File: config.mk
export PLATFORM = sky130hd
export DESIGN_NAME = sp_round_pack
export DESIGN_NICKNAME = d
export VERILOG_FILES = /design/src/rtl/sp_pack_pkg.sv /design/src/rtl/sp_pack_ctrl.sv /design/src/rtl/sp_pack_dp.sv /design/src/rtl/sp_round_pack.sv
export SDC_FILE = /design/constraint.sdc
export NUM_CORES = 1
export LEC_CHECK = 0
export ABC_CLOCK_PERIOD_IN_PS = 10900
export BUFFER_PORTS_ARGS = -buffer_cell sky130_fd_sc_hd__buf_4
export CORE_AREA = 2 2 124 126
export CTS_CLUSTER_DIAMETER = 40
export DETAILED_ROUTE_END_ITERATION = 10
export DIE_AREA = 0 0 126 128
export GPL_TIMING_DRIVEN = 0
export HOLD_SLACK_MARGIN = 0.1
export PLACE_DENSITY = 0.54
export SKIP_CTS_REPAIR_TIMING = 1
export SYNTH_ARGS = -nofsm -noshare
export SYNTH_HDL_FRONTEND = slang
export SYNTH_SLANG_ARGS = --single-unit
File: constraint.sdc
create_clock -name clk -period 10.9 [get_ports clk]
set_input_delay 1.09 -clock clk [delete_from_list [all_inputs] [get_ports clk]]
set_output_delay 1.09 -clock clk [all_outputs]
set_load 0.01 [all_outputs]
File: src/rtl/sp_pack_pkg.sv
package sp_pack_pkg;

  typedef enum logic [2:0] {
    CLS_ZERO = 3'd0,
    CLS_NUM  = 3'd1,
    CLS_INF  = 3'd2,
    CLS_QNAN = 3'd3,
    CLS_SNAN = 3'd4
  } fpClass_e;

  typedef enum logic [1:0] {
    RND_NEAR = 2'd0,
    RND_ZERO = 2'd1,
    RND_UP   = 2'd2,
    RND_DOWN = 2'd3
  } rndMode_e;

  // Strobes from control to datapath
  typedef struct packed {
    logic selZero;
    logic selInf;
    logic selNaN;
    logic selNum;
    logic doInc;
    logic toInf;
  } packCtl_t;

endpackage

File: src/rtl/sp_pack_ctrl.sv
module sp_pack_ctrl
  import sp_pack_pkg::*;
(
  input  logic       inSign,
  input  logic [2:0] inClass,
  input  logic [1:0] rndMode,
  input  logic       guardBit,
  input  logic       roundBit,
  input  logic       stickyBit,
  input  logic       lsbBit,
  output packCtl_t   ctl
);

  fpClass_e cls;
  rndMode_e mode;
  logic     inexactRaw;
  logic     incNear;

  assign cls        = fpClass_e'(inClass);
  assign mode       = rndMode_e'(rndMode);
  assign inexactRaw = guardBit | roundBit | stickyBit;
  assign incNear    = guardBit & (roundBit | stickyBit | lsbBit);

  always_comb begin
    ctl = '0;
    unique case (cls)
      CLS_ZERO: ctl.selZero = 1'b1;
      CLS_NUM:  ctl.selNum  = 1'b1;
      CLS_INF:  ctl.selInf  = 1'b1;
      default:  ctl.selNaN  = 1'b1;
    endcase

    unique case (mode)
      RND_NEAR: begin
        ctl.doInc = incNear;
        ctl.toInf = 1'b1;
      end
      RND_ZERO: begin
        ctl.doInc = 1'b0;
        ctl.toInf = 1'b0;
      end
      RND_UP: begin
        ctl.doInc = inexactRaw & ~inSign;
        ctl.toInf = ~inSign;
      end
      default: begin
        ctl.doInc = inexactRaw & inSign;
        ctl.toInf = inSign;
      end
    endcase

    if (!ctl.selNum) ctl.doInc = 1'b0;
  end

endmodule

File: src/rtl/sp_pack_dp.sv
module sp_pack_dp
  import sp_pack_pkg::*;
#(
  parameter int FRAC_W   = 23,
  parameter int EXP_W    = 8,
  parameter int MANT_W   = 26,
  parameter int EXP_IN_W = 10,
  localparam int WORD_W  = 1 + EXP_W + FRAC_W
)(
  input  logic                inSign,
  input  logic [EXP_IN_W-1:0] inExp,
  input  logic [MANT_W-1:0]   inMant,
  input  logic                inSticky,
  input  logic                ufTrapEn,
  input  packCtl_t            ctl,
  output logic                guardBit,
  output logic                roundBit,
  output logic                stickyBit,
  output logic                lsbBit,
  output logic [WORD_W-1:0]   wordNext,
  output logic                nxNext,
  output logic                ufNext,
  output logic                ofNext
);

  localparam int ALN_W = FRAC_W + 3;            // leading one, fraction, guard, round
  localparam int DROP  = MANT_W - ALN_W;
  localparam int BE_W  = EXP_IN_W + 2;
  localparam int SH_W  = $clog2(ALN_W + 1);
  localparam int BIAS  = (1 << (EXP_W - 1)) - 1;
  localparam int EMAX  = (1 << EXP_W) - 1;
  localparam logic signed [BE_W-1:0] BIAS_S = BE_W'(BIAS);
  localparam logic signed [BE_W-1:0] EMAX_S = BE_W'(EMAX);
  localparam logic signed [BE_W-1:0] ALN_S  = BE_W'(ALN_W);
  localparam logic signed [BE_W-1:0] ONE_S  = BE_W'(1);

  logic [ALN_W-1:0]         aligned;
  logic                     dropSticky;
  logic signed [BE_W-1:0]   biasedExp;
  logic signed [BE_W-1:0]   subShift;
  logic                     tiny;
  logic [SH_W-1:0]          shAmt;
  logic [2*ALN_W-1:0]       wide;
  logic [ALN_W-1:0]         rsVec;
  logic [FRAC_W:0]          keep;
  logic [FRAC_W+1:0]        rounded;
  logic                     carry;
  logic signed [BE_W-1:0]   expOut;
  logic                     overflow;
  logic                     inexactRaw;
  logic [FRAC_W-1:0]        nanFrac;
  logic [WORD_W-2:0]        magInf;
  logic [WORD_W-2:0]        magMax;

  // Bring the mantissa to leading-one, fraction, guard, round
  generate
    if (DROP > 0) begin : g_drop
      assign aligned    = inMant[MANT_W-1 -: ALN_W];
      assign dropSticky = |inMant[DROP-1:0];
    end else begin : g_exact
      assign aligned    = inMant[ALN_W-1:0];
      assign dropSticky = 1'b0;
    end
  endgenerate

  assign biasedExp = $signed({{2{inExp[EXP_IN_W-1]}}, inExp}) + BIAS_S;
  assign tiny      = (biasedExp <= $signed(BE_W'(0)));
  assign subShift  = ONE_S - biasedExp;

  always_comb begin
    if (!tiny)                 shAmt = '0;
    else if (subShift > ALN_S) shAmt = SH_W'(ALN_W);
    else                       shAmt = subShift[SH_W-1:0];
  end

  assign wide       = {aligned, {ALN_W{1'b0}}} >> shAmt;
  assign rsVec      = wide[2*ALN_W-1:ALN_W];
  assign guardBit   = rsVec[1];
  assign roundBit   = rsVec[0];
  assign stickyBit  = inSticky | dropSticky | (|wide[ALN_W-1:0]);
  assign keep       = rsVec[ALN_W-1:2];
  assign lsbBit     = keep[0];
  assign inexactRaw = guardBit | roundBit | stickyBit;

  assign rounded  = {1'b0, keep} + {{(FRAC_W+1){1'b0}}, ctl.doInc};
  assign carry    = rounded[FRAC_W+1];
  assign expOut   = biasedExp + $signed({{(BE_W-1){1'b0}}, carry});
  assign overflow = ~tiny & (expOut >= EMAX_S);

  assign nanFrac = aligned[ALN_W-2 -: FRAC_W] | {1'b1, {(FRAC_W-1){1'b0}}};
  assign magInf  = {{EXP_W{1'b1}}, {FRAC_W{1'b0}}};
  assign magMax  = {{(EXP_W-1){1'b1}}, 1'b0, {FRAC_W{1'b1}}};

  always_comb begin
    wordNext = '0;
    nxNext   = 1'b0;
    ufNext   = 1'b0;
    ofNext   = 1'b0;
    if (ctl.selZero) begin
      wordNext = {inSign, {(WORD_W-1){1'b0}}};
    end else if (ctl.selInf) begin
      wordNext = {inSign, magInf};
    end else if (ctl.selNaN) begin
      wordNext = {inSign, {EXP_W{1'b1}}, nanFrac};
    end else if (ctl.selNum) begin
      if (tiny) begin
        wordNext = {inSign, {(EXP_W-1){1'b0}}, rounded[FRAC_W], rounded[FRAC_W-1:0]};
        nxNext   = inexactRaw;
        ufNext   = ~rounded[FRAC_W] & (inexactRaw | ufTrapEn);
      end else if (overflow) begin
        wordNext = {inSign, (ctl.toInf ? magInf : magMax)};
        nxNext   = 1'b1;
        ofNext   = 1'b1;
      end else begin
        wordNext = {inSign, expOut[EXP_W-1:0], rounded[FRAC_W-1:0]};
        nxNext   = inexactRaw;
      end
    end
  end

endmodule

File: src/rtl/sp_round_pack.sv
module sp_round_pack
  import sp_pack_pkg::*;
#(
  parameter int FRAC_W   = 23,
  parameter int EXP_W    = 8,
  parameter int MANT_W   = 26,
  parameter int EXP_IN_W = 10,
  localparam int WORD_W  = 1 + EXP_W + FRAC_W
)(
  input  logic                clk,
  input  logic                rst_n,
  input  logic                inValid,
  input  logic                inSign,
  input  logic [2:0]          inClass,
  input  logic [EXP_IN_W-1:0] inExp,
  input  logic [MANT_W-1:0]   inMant,
  input  logic                inSticky,
  input  logic [1:0]          rndMode,
  input  logic                ufTrapEn,
  output logic                outValid,
  output logic [WORD_W-1:0]   packedWord,
  output logic                flagInexact,
  output logic                flagUnderflow,
  output logic                flagOverflow
);

  packCtl_t          ctl;
  logic              guardBit, roundBit, stickyBit, lsbBit;
  logic [WORD_W-1:0] wordNext;
  logic              nxNext, ufNext, ofNext;

  sp_pack_ctrl i_ctrl (
    .inSign    (inSign),
    .inClass   (inClass),
    .rndMode   (rndMode),
    .guardBit  (guardBit),
    .roundBit  (roundBit),
    .stickyBit (stickyBit),
    .lsbBit    (lsbBit),
    .ctl       (ctl)
  );

  sp_pack_dp #(
    .FRAC_W   (FRAC_W),
    .EXP_W    (EXP_W),
    .MANT_W   (MANT_W),
    .EXP_IN_W (EXP_IN_W)
  ) i_dp (
    .inSign    (inSign),
    .inExp     (inExp),
    .inMant    (inMant),
    .inSticky  (inSticky),
    .ufTrapEn  (ufTrapEn),
    .ctl       (ctl),
    .guardBit  (guardBit),
    .roundBit  (roundBit),
    .stickyBit (stickyBit),
    .lsbBit    (lsbBit),
    .wordNext  (wordNext),
    .nxNext    (nxNext),
    .ufNext    (ufNext),
    .ofNext    (ofNext)
  );

  always_ff @(posedge clk) begin
    if (!rst_n) begin
      outValid      <= 1'b0;
      packedWord    <= '0;
      flagInexact   <= 1'b0;
      flagUnderflow <= 1'b0;
      flagOverflow  <= 1'b0;
    end else begin
      outValid <= inValid;
      if (inValid) begin
        packedWord    <= wordNext;
        flagInexact   <= nxNext;
        flagUnderflow <= ufNext;
        flagOverflow  <= ofNext;
      end
    end
  end

endmodule

==> flow_summary.yaml <==
place:
  post-dp-hpwl_um: 19500
  portBuffers: 72
  gp_congestion: 0.949
worst_setup_path:
  crit_top_cell: "ha_1"
  end_kind: "register"
  r2r_start: "packedWord[19]"
  slowest_stage: "o21ai_0"
  cp-startpoint: "inExp[0]"
  critical_path.top_delay_family: "compound AO/OA/AOI/OAI gates"
  crit_buf_inv: 8
  critPathLaunchType: "input pin"
  critPathRequiredTime_ps: 11050
  max_stage_delay_ps: 710
  path_max_fanout: 10
  critPathKind: "input pin to register"
  crit_arrival_ps: 10670
timing:
  hold_viol: 0
  fin_crit_ps: 10520
  maxSlewViolCount: 0
  fin_setup_tns_ps: 0
  fmax_mhz: 95.1
  slew_headroom_pct: 25.7
  setup_viol: 0
  finalClockSkew_ps: 0
  worst_pin_slew_ps: 1100
  period_share_pct: 96.5
synthesis:
  syn_area_per_cell_um2: 6.86
  synth_compound_area_share_pct: 40.2
  synth_ff_type: "dfxtp_1"
  syn_nets: 862
  yosysWarnings: 0
  synth_top_family_by_area: "compound AO/OA/AOI/OAI gates"
  ys_seq_area_share_pct: 13.0
  synth-simple-area-share_pct: 30.3
  async_flop_share_pct: 0
  yosysTopAreaCellShare_pct: 13.0
  synth_edf_count: 0
  synth_xor_area_share_pct: 5.55
  syn_area_um2: 5520
  synth.distinct_cells: 91
  synthAdderAreaFrac_pct: 2.27
  synthMuxAreaShare_pct: 2.20
  syn_inst: 805
  synth_top_area_cell: "dfxtp_1"
  synth_area_leaders: "dfxtp_1 (13%), nand2_1 (6.4%), a21oi_1 (5.1%)"
  synth-seq-cells: 36
finish:
  regArea_um2: 721
  drive_above_1_share_pct: 19.4
  antennaDiodeCount: 0
  multiInputGateArea_um2: 4540
  layout.nets: 950
  syn_to_final_growth_pct: 20.0
  fill_cells: 1613
clock_tree:
  clock_latency_ps: 280
  htreeDepth: 2
  clockBufferDepth: 2
  cts-root-buf: "clkbuf_16"
  clkSinkCount: 36
  cts_tree: "built"
  cts_buffers: 5
  clk_pin_slew_ps: 60
pwr:
  internal-power_uw: 352
  leakage_uw: 0.00251
  ir_worst_vdd_mv: 0.0621
  total_power_uw: 642
  clkPwrFrac_pct: 23.2
  sequentialPowerShare_pct: 22.6
  power_density_nw_per_um2: 96.8
  combPwrFrac_pct: 54.3
  swShare_pct: 45.2
  p_switching_uw: 290
die:
  ios: 83
  dieArea_um2: 16100
  initial_core_util_pct: 37.2
  die_w_um: 126
  rows: 45
  core_area_um2: 14900
  die_h_um: 128
route:
  wire_per_inst_um: 23.1
  drtAntennaViolNets: 0
  drc_errors: 0
  first_pass_iters: 5
  vias: 7050
  drtIter0Drc: 778
  viasPerCell: 6.52
  wirelength_um: 25000
global_route:
  track_usage_pct: 29.9
  grt-ovfl-total: 0
  grt_max_degree: 12
  grt_first_pass_wirelength_um: 38000
  grt_pass1_vias: 6619
  antenna_found_initial: 0
min_path:
  min_path_type: "register to register"
  hp-start: "packedWord[8]"
status:
  status: "finished, final reports clean"
flow_run:
  cap_viol_max_count: 0
cell usage after synthesis, types with 11 or more instances:
master and count:
nand4_1 11, a21oi_1 56, dfxtp_1 36, o21a_1 12, mux2i_1 11, o21ai_0 56, o211ai_1 19, a22oi_1 12
nor2_1 73, buf_2 18, nand3_1 32, nor3_1 31, a31oi_1 13, a211oi_1 13, xnor2_1 25, clkbuf_1 30
nand2_1 94, inv_1 16, o31ai_1 11
power by group through the flow:
stage,sequential [uW],clock (uW),combinational (uW)
finish,145,149,348
global route,146,160,373
CTS,145,152,329
detailed placement,148,0,327
global placement,147,0,328
floorplan,151,0,211
metal layers:
metal	up-vias	global-route usage [%]	wire, um
met1	3353	39.8	10700
li1	3249	-	-
met4	0	13.6	1200
met2	377	47.7	11200
met5	-	0	0
met3	71	4.72	1940
worst paths after layout:
check,slack [ps],cells after the start,to
setup reg to reg,10000,3,packedWord[19]
setup / recovery,380,39,packedWord[14]
hold / removal,440,2,packedWord[8]
hold reg to reg,440,2,packedWord[8]
registers in the layout, indices dropped and copies added (netlist names):
signal         flops
packedWord        32
flagUnderflow      1
flagInexact        1
outValid           1
flagOverflow       1
stage by stage:
step / instance area (um2) / utilization, % / setup slack [ps] / cells / hold WS, ps
after floorplan: 5520 / - / 1580 / 805 / 463
final: 6630 / 44.6 / 385 / 1082 / 441
after detailed placement: 6300 / 42.4 / -1370 / 1065 / 429
after global placement: 6300 / 42.4 / -1390 / 1065 / 433
after CTS: 6450 / 43.4 / -1210 / 1073 / 446
after global routing: 6630 / 44.6 / -24.2 / 1082 / 461
kinds of logic (layout without fill, tap and decap cells):
family,Yosys count,after routing
multiplexers,12,12
AND/OR/NAND/NOR,327,327
flip-flops,36,36
AO/OA/AOI/OAI,309,309
adder cells (fa/ha/maj),10,10
XOR/XNOR,35,35
buffers and inverters,76,165
cell usage in the layout, fill, tap and decap left out, drive strengths merged, types with 9 or more instances in the layout:
master  instances
buf           105
nand2          95
nor2           75
o21ai          69
a21oi          58
clkbuf         42
dfxtp          36
nor3           34
nand3          32
xnor2          25
o211ai         20
inv            16
a211oi         13
a31oi          13
o21a           12
nand4          12
o31ai          12
a22oi          12
mux2i          11
o221ai         11
a32oi          11
and2           10
xor2           10
ha             10
nor4            9
worst reg2reg max path: stages, from the launching register on:
cell and delay, ps:
dfxtp_1 330, a22oi_1 210, nor2b_1 170, a22oi_1 70
layout make-up:
| cell class | instances | area share [%] |
|---|---|---|
| multi-input combinational | 693 | 68.4 |
| sequential | 36 | 10.9 |
| timing repair buffer | 81 | 9.17 |
| buffer | 59 | 4.74 |
| tap | 188 | 3.55 |
| clock buffer | 7 | 2.15 |
| inverter | 17 | 0.962 |
| clock inverter | 1 | 0.113 |
(Power assumes the default switching activity.)
